File: config.mk
export PLATFORM = sky130hd
export DESIGN_NAME = bus_watch_cmp
export DESIGN_NICKNAME = d
export VERILOG_FILES = /design/src/rtl/bwc_pkg.sv /design/src/rtl/bwc_master_mux.sv /design/src/rtl/bwc_addr_cmp.sv /design/src/rtl/bwc_data_cmp.sv /design/src/rtl/bwc_attr_qual.sv /design/src/rtl/bus_watch_cmp.sv
export SDC_FILE = /design/constraint.sdc
export NUM_CORES = 1
export LEC_CHECK = 0
export ABC_AREA = 1
export ABC_CLOCK_PERIOD_IN_PS = 3320
export BUFFER_PORTS_ARGS = -buffer_cell sky130_fd_sc_hd__buf_2
export CORE_ASPECT_RATIO = 2
export CORE_MARGIN = 4
export CORE_UTILIZATION = 45
export DETAILED_ROUTE_END_ITERATION = 10
export MAX_ROUTING_LAYER = met4
export PLACE_DENSITY_LB_ADDON = 0.3
export RECOVER_POWER = 100
export SYNTH_ARGS = -nofsm -noshare
export SYNTH_HDL_FRONTEND = slang
export SYNTH_SLANG_ARGS = --single-unit
export TNS_END_PERCENT = 100
File: constraint.sdc
create_clock -name clk -period 3.32 [get_ports clk]
set_clock_uncertainty 0.1 [all_clocks]
set_input_delay 0.664 -clock clk [delete_from_list [all_inputs] [get_ports clk]]
set_output_delay 0.664 -clock clk [all_outputs]
set_load 0.03 [all_outputs]
File: src/rtl/bwc_pkg.sv
package bwc_pkg;
   typedef enum logic [1:0] {
      BWC_EXACT   = 2'd0,
      BWC_INSIDE  = 2'd1,
      BWC_OUTSIDE = 2'd2,
      BWC_OFF     = 2'd3
   } bwc_mode_e;

   typedef struct packed {
      logic rnw;
      logic word;
   } bwc_attr_t;
endpackage

File: src/rtl/bwc_master_mux.sv
module bwc_master_mux #(
   parameter int AW = 23,
   parameter int DW = 16
) (
   input  logic          sel,
   input  logic          a_valid,
   input  logic [AW-1:0] a_addr,
   input  logic [DW-1:0] a_data,
   input  bwc_pkg::bwc_attr_t a_attr,
   input  logic          b_valid,
   input  logic [AW-1:0] b_addr,
   input  logic [DW-1:0] b_data,
   input  bwc_pkg::bwc_attr_t b_attr,
   output logic          o_valid,
   output logic [AW-1:0] o_addr,
   output logic [DW-1:0] o_data,
   output bwc_pkg::bwc_attr_t o_attr
);
   always_comb begin
      if (sel) begin
         o_valid = b_valid;
         o_addr  = b_addr;
         o_data  = b_data;
         o_attr  = b_attr;
      end else begin
         o_valid = a_valid;
         o_addr  = a_addr;
         o_data  = a_data;
         o_attr  = a_attr;
      end
   end
endmodule

File: src/rtl/bwc_addr_cmp.sv
module bwc_addr_cmp #(
   parameter int AW = 23
) (
   input  bwc_pkg::bwc_mode_e mode,
   input  logic [AW-1:0]      addr,
   input  logic [AW-1:0]      lo,
   input  logic [AW-1:0]      hi,
   output logic               hit,
   output logic               exact
);
   logic at_lo, ge_lo, le_hi;

   assign at_lo = (addr == lo);
   assign ge_lo = (addr >= lo);
   assign le_hi = (addr <= hi);

   always_comb begin
      exact = 1'b0;
      unique case (mode)
         bwc_pkg::BWC_EXACT: begin
            hit   = at_lo;
            exact = 1'b1;
         end
         bwc_pkg::BWC_INSIDE:  hit = ge_lo & le_hi;
         bwc_pkg::BWC_OUTSIDE: hit = ~ge_lo | ~le_hi;
         default:              hit = 1'b0;
      endcase
   end
endmodule

File: src/rtl/bwc_data_cmp.sv
module bwc_data_cmp #(
   parameter int DW       = 16,
   parameter bit HAS_DATA = 1'b1
) (
   input  logic          en,
   input  logic [DW-1:0] data,
   input  logic [DW-1:0] ref_val,
   input  logic [DW-1:0] mask,
   output logic          hit
);
   generate
      if (HAS_DATA) begin : g_data
         logic [DW-1:0] miss;
         for (genvar i = 0; i < DW; i++) begin : g_bit
            assign miss[i] = mask[i] & (data[i] ^ ref_val[i]);
         end
         assign hit = ~en | ~(|miss);
      end else begin : g_nodata
         logic unused;
         assign unused = en ^ (^data) ^ (^ref_val) ^ (^mask);
         assign hit    = 1'b1;
      end
   endgenerate
endmodule

File: src/rtl/bwc_attr_qual.sv
module bwc_attr_qual (
   input  bwc_pkg::bwc_attr_t attr,
   input  logic               rnw_en,
   input  logic               rnw_val,
   input  logic               size_en,
   input  logic               size_val,
   output logic               ok
);
   logic rnw_ok, size_ok;

   assign rnw_ok  = ~rnw_en  | (attr.rnw  == rnw_val);
   assign size_ok = ~size_en | (attr.word == size_val);
   assign ok      = rnw_ok & size_ok;
endmodule

File: src/rtl/bus_watch_cmp.sv
module bus_watch_cmp #(
   parameter int ADDR_W   = 23,
   parameter int DATA_W   = 16,
   parameter bit HAS_DATA = 1'b1
) (
   input  logic              clk,
   input  logic              rst_n,
   input  logic              m0_valid,
   input  logic [ADDR_W-1:0] m0_addr,
   input  logic [DATA_W-1:0] m0_data,
   input  logic              m0_rnw,
   input  logic              m0_word,
   input  logic              m1_valid,
   input  logic [ADDR_W-1:0] m1_addr,
   input  logic [DATA_W-1:0] m1_data,
   input  logic              m1_rnw,
   input  logic              m1_word,
   input  logic              cfg_en,
   input  logic [1:0]        cfg_mode,
   input  logic              cfg_master_sel,
   input  logic [ADDR_W-1:0] cfg_addr_lo,
   input  logic [ADDR_W-1:0] cfg_addr_hi,
   input  logic              cfg_data_en,
   input  logic [DATA_W-1:0] cfg_data_ref,
   input  logic [DATA_W-1:0] cfg_data_mask,
   input  logic              cfg_rnw_en,
   input  logic              cfg_rnw_val,
   input  logic              cfg_size_en,
   input  logic              cfg_size_val,
   output logic              match_o
);
   import bwc_pkg::*;

   generate
      if (ADDR_W < 2 || ADDR_W > 32) begin : g_bad_addr_w
         $error("bus_watch_cmp: ADDR_W must be 2..32");
      end
      if (DATA_W < 1 || DATA_W > 64) begin : g_bad_data_w
         $error("bus_watch_cmp: DATA_W must be 1..64");
      end
   endgenerate

   bwc_attr_t        m0_attr, m1_attr, sel_attr;
   logic             sel_valid;
   logic [ADDR_W-1:0] sel_addr;
   logic [DATA_W-1:0] sel_data;
   bwc_mode_e        mode;
   logic             addr_hit, is_exact, data_hit, attr_ok, hit_now;

   assign m0_attr = '{rnw: m0_rnw, word: m0_word};
   assign m1_attr = '{rnw: m1_rnw, word: m1_word};
   assign mode    = bwc_mode_e'(cfg_mode);

   bwc_master_mux #(.AW(ADDR_W), .DW(DATA_W)) u_mux (
      .sel     (cfg_master_sel),
      .a_valid (m0_valid), .a_addr (m0_addr), .a_data (m0_data), .a_attr (m0_attr),
      .b_valid (m1_valid), .b_addr (m1_addr), .b_data (m1_data), .b_attr (m1_attr),
      .o_valid (sel_valid), .o_addr (sel_addr), .o_data (sel_data), .o_attr (sel_attr)
   );

   bwc_addr_cmp #(.AW(ADDR_W)) u_addr (
      .mode  (mode),
      .addr  (sel_addr),
      .lo    (cfg_addr_lo),
      .hi    (cfg_addr_hi),
      .hit   (addr_hit),
      .exact (is_exact)
   );

   bwc_data_cmp #(.DW(DATA_W), .HAS_DATA(HAS_DATA)) u_data (
      .en      (cfg_data_en & is_exact),
      .data    (sel_data),
      .ref_val (cfg_data_ref),
      .mask    (cfg_data_mask),
      .hit     (data_hit)
   );

   bwc_attr_qual u_qual (
      .attr     (sel_attr),
      .rnw_en   (cfg_rnw_en),
      .rnw_val  (cfg_rnw_val),
      .size_en  (cfg_size_en),
      .size_val (cfg_size_val),
      .ok       (attr_ok)
   );

   assign hit_now = cfg_en & sel_valid & addr_hit & data_hit & attr_ok;

   always_ff @(posedge clk) begin
      if (!rst_n) match_o <= 1'b0;
      else        match_o <= hit_now;
   end
endmodule

-- Word-level counts from Yosys, hierarchy flattened
Index checks and enable logic that the tools add are counted.
- output and inout bits: 1
- latch bits: 0
- bits of input ports: 173
- ROM bits: 0
- flip-flop bits (word level): 1
- memory bits (writable): 0
- memories kept: 0
- reduce and logical (&&, ||, !) cells: 2
- magnitude comparators: 2
- multipliers: 0
- add/subtract/negate cells: 0
- divide/modulo/power cells: 0
- bitwise gates (word level): 49
- shifts and indexed selects: 0
- eq/ne operators: 5
- mux-type cells: 6
- operators with widths (kind ; number):
    bitwise AND 1 bit ; 23
    == test 23 bit ; 1
    >= comparator 23 bit ; 1
    <= comparator 23 bit ; 1
    2-to-1 mux 23 bit ; 1
    2-to-1 mux 16 bit ; 1
    OR reduction 16 bit ; 1
    bitwise XOR 1 bit ; 16
    NOT 1 bit ; 6
    OR 1 bit ; 4
    one-hot mux 1 bit (3 select lines) ; 1
    == test 1 bit ; 2
    == test 2 x 1 -> 1 bit, second input constant ; 1
    == test 2 bit, second input constant ; 1
    logical NOT 2 bit ; 1
    2-to-1 mux 1 bit ; 2
    2-to-1 mux 2 bit ; 1

-- Longest topological paths before layout
Gate-level depths: netlist of the first run.
- depth after elaboration: 8
- gate-level depth with buffers: 19
- gate-level depth less buffers: 16

-- Modules after synthesis
Synthesis of the first run repeated with hierarchy kept, for this count alone.
- cell total of the unflattened synthesis: 494
- area total of the unflattened synthesis: 2431.1 um^2
- by module, submodules not included (module ; instances ; sequential area each (um^2) ; cells an instance ; area each (um^2)):
    bwc_addr_cmp ; 1 ; 0.0 ; 253 ; 1407.6
    bwc_master_mux ; 1 ; 0.0 ; 136 ; 603.1
    bwc_data_cmp ; 1 ; 0.0 ; 86 ; 330.3
    bus_watch_cmp ; 1 ; 20.0 ; 10 ; 56.3
    bwc_attr_qual ; 1 ; 0.0 ; 9 ; 33.8

-- Worst setup path before layout of the first run
No wires, ideal clock.
- kind: input -> register
- start point: in cfg_master_sel
- end point: reg match_o
- stages on the path: 13
- setup slack: 806 ps
- data required time: 3103 ps
- arrival: 2296 ps
- cells stage by stage: buf_6 > buf_2 > clkbuf_1 > nand2_1 > nand2_1 > ha_1 > a21o_1 > nor2_1 > nand2_1 > nand2_1 > nand4_1 > a21boi_0 > nor2_1
- word-level cells in the longest chain between the ends: 8
- elaborated cells between the ends (all ways): 56
- ends and longest elaborated chain (element ; line ; RTL):
    from (decl) ; bus_watch_cmp.sv:20 ; input logic cfg_master_sel,
    2-to-1 mux 23 bit or 2-to-1 mux 16 bit (tied branches) ; bwc_master_mux.sv:20 ; if (sel) begin
    >= comparator 23 bit, or another cell as far along ; bwc_addr_cmp.sv:14 ; assign ge_lo = (addr >= lo);
    NOT 1 bit or bitwise AND 1 bit (tied branches) ; bwc_addr_cmp.sv:25, bwc_data_cmp.sv:15 ;
    OR 1 bit or OR reduction 16 bit (tied branches) ; bwc_addr_cmp.sv:25, bwc_data_cmp.sv:17 ;
    one-hot mux 1 bit (3 select lines) or NOT 1 bit (tied branches) ; bwc_addr_cmp.sv:19, bwc_data_cmp.sv:17 ;
    bitwise AND 1 bit or OR 1 bit (tied branches) ; bus_watch_cmp.sv:87, bwc_data_cmp.sv:17 ;
    bitwise AND 1 bit ; bus_watch_cmp.sv:87 ; assign hit_now = cfg_en & sel_valid & addr_hit & data_hit & attr_ok;
    bitwise AND 1 bit * ; bus_watch_cmp.sv:87 ;
    to (signal assigned) ; bus_watch_cmp.sv:91 ; else match_o <= hit_now;
    to (decl) ; bus_watch_cmp.sv:30 ; output logic match_o
Mark *: on every way between the ends. The rest lies on a longest branch, timed or not.
A chain may end at the register's enable or synchronous reset.

-- Worst setup path in the final report of the first run
Ends and elaborated chain as after synthesis.

==> flow_summary.json, run 1 <==
{
  "rsz0062_at_grt": "no",
  "antenna_found_initial": 0,
  "power_density_nw_per_um2": 129,
  "reg_top3": "match_o: 1 flops",
  "routed_wl_mm": 7.84,
  "dieArea_um2": 6450,
  "n_fill_cell": 514,
  "clkTransAtPathRegs_ps": 0,
  "worstSetupPathType": "in -> reg",
  "cp.required_ps": 3100,
  "post-route-util": 0.649,
  "peakVddDrop_v": 0.0000867,
  "port_buffers": 173,
  "via_per_inst": 4.92,
  "syn-num-nets": 672,
  "placed_cell_area_um2": 3220,
  "path_delay_family": "simple AND/OR/NAND/NOR gates",
  "cpMostUsedCell": "nand2_1",
  "end_kind": "flip-flop",
  "period_share": 0.877,
  "final_nets": 839,
  "maxCapViolCount": 0,
  "arrival_ps": 2690,
  "totalPowerFinal_uw": 414,
  "grt_max_degree": 42,
  "hold_violations": 0,
  "crit_chain": "clkbuf_2, inv_4, nand2_1, nand2_1, ha_1, nand2_1, nor2_1, nand3_1, nor2_1, nand2_1, nand3_1, nand2_1, a21boi_0, nor2_1",
  "fin_area_um2": 3220,
  "place_ws_ps": 460,
  "use_met2": 0.502,
  "synth_cell_types": 25,
  "p_leak_nw": 2.20,
  "dr.pass1.iters": 5,
  "hold_slack_ps": 886,
  "drv_slew": 0,
  "gp_congestion": 0.918,
  "ys_seq_area_frac": 0.00862,
  "setup_ws_ps": 410,
  "grt_busiest_layer": "met2",
  "critPathMaxFanout": 41,
  "drc": 0,
  "netlist_area_um2": 2320,
  "slew_headroom": 0.703,
  "grt_pass1_wl_mm": 12.2,
  "multi_input_area_um2": 1980,
  "finalCriticalPeriod_ps": 2910,
  "final_antenna_net_count": 0,
  "synth_warnings": 0,
  "max_stage_delay_ps": 360,
  "setup_viol": 0,
  "cts_resized": 0,
  "crit_buf_inv": 2,
  "finalNonFillerCells": 675,
  "post_cts_buffers": 0,
  "num_vias": 3321,
  "io_pins": 174,
  "hpwl_mm": 7.17,
  "grtUsageTotal": 0.240,
  "die_x_um": 58.8,
  "antenna_cells": 0,
  "hold_buffers": 0,
  "hold_path.class": "in -> reg",
  "dieHeight_um": 110,
  "dp_cells": 675,
  "core_area_um2": 4950,
  "slowest_stage": "clkbuf_2",
  "grt_pass1_vias": 3247,
  "max_freq_ghz": 0.344,
  "postSynthCellCount": 453,
  "start_util": 0.469,
  "use_met1": 0.218,
  "largest_register_ffs": 1,
  "overflow": 0,
  "status": "finished clean",
  "ys_ff_latch": 1,
  "tns_ps": 0,
  "start_kind": "primary input",
  "ff_latch_area_um2": 20.0,
  "avgSynthCellArea_um2": 5.13,
  "largest_register": "match_o",
  "routedWlPerCell_um": 11.6,
  "first_iter_violations": 101,
  "worst_pin_slew_ps": 446,
  "met3_usage": 0.0129,
  "final_common_cell": "nand2_1",
  "rows": 36,
  "syn_to_final_growth_pct": 38.5,
  "final_cell_mix": "nand2_1 (217), buf_2 (171), inv_1 (68)",
  "final_layout_size_suffix_gt1_frac": 0.286
}
==> routing by layer <==
layer / wire length, um / vias to the layer above
li1: - / 1749
met1: 2510 / 1411
met2: 4530 / 137
met3: 526 / 24
met4: 274 / 0
met5: 0 / -
==> report_power, final <==
part	internal (mW)	leakage [nW]	switching, mW
combinational	0.190	2.20	0.212
sequential	0.0126	0.00809	0.000131
clock	0	0	0
==> cell usage after synthesis, drive strengths merged <==
master,instances,area share
nand3,26,0.056
nor2,34,0.055
o21ai,5,0.012
clkbuf,4,0.0065
a21o,3,0.0097
a41oi,1,0.0038
a21boi,2,0.0065
a21oi,14,0.030
mux2i,1,0.0043
nand3b,15,0.048
nand2,217,0.35
dfxtp,1,0.0086
or2,3,0.0081
buf,5,0.020
inv,69,0.11
nor3,1,0.0022
nand4,3,0.0081
ha,46,0.25
o211ai,3,0.0097
==> final cells by class <==
cell class	count	share of cell area
Inverter	69	0.0813
Multi-Input combinational cell	374	0.615
Sequential cell	1	0.00622
Tap cell	57	0.0222
Timing Repair Buffer	174	0.275
==> path summary, 6_finish.rpt <==
check,startpoint,end,slack [ps],depth (start not counted)
worst max-delay path,cfg_master_sel,match_o$_SDFF_PN0_,410,14
worst min-delay path,cfg_mode[1],match_o$_SDFF_PN0_,890,4
==> cell families after synthesis <==
group | after synthesis | share of synthesized area
AOI/OAI and AO/OA | 28 | 0.0722
muxes | 1 | 0.00431
adders and majority gates | 46 | 0.248
and+or+nand+nor | 299 | 0.528
buffers and inverters | 78 | 0.139
DFF | 1 | 0.00862
No activity file was read; power rests on OpenSTA's default activity.
==> run 2: changes to the inputs <==
- CORE_UTILIZATION: 45 -> 46
- SYNTH_HIERARCHICAL: default -> 1
==> flow_summary.json, run 2 <==
{
  "worstSetupPathType": "in -> reg",
  "setup_ws_ps": 713,
  "post_cts_buffers": 0,
  "setup_viol": 0,
  "final_cell_mix": "nand2_1 (251), buf_2 (172), inv_1 (82)",
  "multi_input_area_um2": 2000,
  "postSynthCellCount": 494,
  "final_antenna_net_count": 0,
  "p_seq_frac": 0.029,
  "start_kind": "primary input",
  "status": "finished clean",
  "start_util": 0.473,
  "avgSynthCellArea_um2": 4.92,
  "synth_warnings": 6,
  "max_stage_delay_ps": 250,
  "ys_seq_area_frac": 0.00823,
  "min_path_cells": 5,
  "hold_violations": 0,
  "largest_register_ffs": 1,
  "rsz0062_at_grt": "no",
  "place_ws_ps": 710,
  "gp_congestion": 0.892,
  "min_to": "match_o$_SDFF_PN0_",
  "drc": 0,
  "hold_path.class": "in -> reg",
  "hold_buffers": 0,
  "antenna_found_initial": 1,
  "post-synth-top-area-fraction": 0.388,
  "synth_most_common_cell": "nand2_1",
  "rows": 37,
  "final_layout_size_suffix_gt1_frac": 0.285,
  "routed_wl_mm": 7.72,
  "port_buffers": 173,
  "reg_top3": "match_o: 1 flops",
  "peakVddDrop_v": 0.0000685,
  "drv_slew": 0,
  "grt_pass1_wl_mm": 12.2,
  "via_per_inst": 4.70,
  "min-delay-start": "cfg_en",
  "die_x_um": 59.4,
  "worst_pin_slew_ps": 396,
  "switchingPower_uw": 222,
  "path_delay_family": "simple AND/OR/NAND/NOR gates",
  "slew_headroom": 0.737,
  "syn_to_final_growth_pct": 35.6,
  "arrival_ps": 2400,
  "synth_edf_count": 0,
  "hold_slack_ps": 903,
  "hpwl_mm": 6.93,
  "grt_pass1_vias": 3187,
  "p_sw_frac": 0.521,
  "cpMostUsedCell": "nand2_1",
  "netlist_area_um2": 2430,
  "first_iter_violations": 223,
  "pwr-share-comb": 0.971,
  "grtUsageTotal": 0.229,
  "n_fill_cell": 579,
  "io_pins": 174,
  "ys_ff_latch": 1,
  "final_nets": 880,
  "final_common_cell": "nand2_1",
  "p_leak_nw": 2.36,
  "power_density_nw_per_um2": 129,
  "synth_ff_type": "dfxtp_1",
  "dieHeight_um": 111,
  "cp.required_ps": 3110,
  "tns_ps": 0,
  "clkTransAtPathRegs_ps": 0,
  "ys_async_sr_fraction": 0,
  "largest_register": "match_o",
  "yosys-top-cells-count": "nand2_1 (251), inv_1 (82), nor2_1 (59)",
  "core_area_um2": 5140,
  "totalPowerFinal_uw": 426,
  "maxCapViolCount": 0,
  "slowest_stage": "ha_1",
  "dr.pass1.iters": 5,
  "finalCriticalPeriod_ps": 2610,
  "crit_chain": "buf_2, buf_12, nand2_1, nand2_1, ha_1, nand2_1, nand2_1, a21oi_1, nand2_1, nand2_1, nand3_1, nand2_1, nand2_1, nand2_1, nand3_1, nand2_1, nor2_2",
  "num_vias": 3373,
  "grt_max_degree": 43,
  "cts_resized": 0,
  "period_share": 0.785,
  "max_freq_ghz": 0.384,
  "clkPwrFrac": 0,
  "dieArea_um2": 6580,
  "synth_area_leaders": "nand2_1 (39%), ha_1 (24%), inv_1 (13%), nor2_1 (9.1%), a21oi_1 (2.9%)",
  "ff_latch_area_um2": 20.0,
  "critPathMaxFanout": 42,
  "end_kind": "flip-flop",
  "overflow": 0,
  "syn-num-nets": 713,
  "routedWlPerCell_um": 10.8,
  "post-route-util": 0.642,
  "intPower_uw": 204,
  "crit_buf_inv": 2,
  "synth_cell_types": 18,
  "synth_largest_area_cell": "nand2_1"
}
run 2: power by group through the flow:
stage                     clock network (mW)  registers (mW)  logic [mW]
after floorplan                            0          0.0128       0.260
after global placement                     0          0.0125       0.402
after detailed placement                   0          0.0125       0.415
after CTS                                  0          0.0125       0.416
after global routing        0.00000000000327          0.0125       0.480
final                            0.000000805          0.0125       0.413
run 2: routing by layer:
| layer | track usage | vias up | routed length (um) |
|---|---|---|---|
| met4 | 0.0651 | 0 | 256 |
| met1 | 0.207 | 1424 | 2540 |
| met5 | - | - | 0 |
| li1 | - | 1809 | - |
| met3 | 0.0163 | 20 | 583 |
| met2 | 0.465 | 120 | 4340 |
run 2: cell families after synthesis:
group           after synthesis  synth area share
simple gates                339             0.550
fa+ha+maj                    46             0.237
compound gates               16            0.0350
flops                         1           0.00824
buf+inv                      92             0.170
run 2: area by class of cell:
cell class / instances / area share
Sequential cell: 1 / 0.00607
Multi-Input combinational cell: 401 / 0.606
Timing Repair Buffer: 174 / 0.268
Antenna cell: 1 / 0.000759
Inverter: 83 / 0.0968
Tap cell: 58 / 0.0220
run 2: metrics by stage:
step | area, um^2 | std cells
after CTS | 3300 | 717
after global routing | 3300 | 718
after global placement | 3300 | 717
after floorplan | 2430 | 494
final | 3300 | 718
after detailed placement | 3300 | 717
run 2: how the worst max path moves through the flow:
stage | from | cells past startpoint | end | slack [ps]
4_1_cts | cfg_master_sel | 17 | match_o$_SDFF_PN0_ | 710
3_3_place_gp | cfg_master_sel | 17 | match_o$_SDFF_PN0_ | 750
3_5_place_dp | cfg_master_sel | 17 | match_o$_SDFF_PN0_ | 710
2_1_floorplan | cfg_master_sel | 18 | match_o$_SDFF_PN0_ | 1020
6_report | cfg_master_sel | 17 | match_o$_SDFF_PN0_ | 710
5_1_grt | cfg_master_sel | 17 | match_o$_SDFF_PN0_ | 530
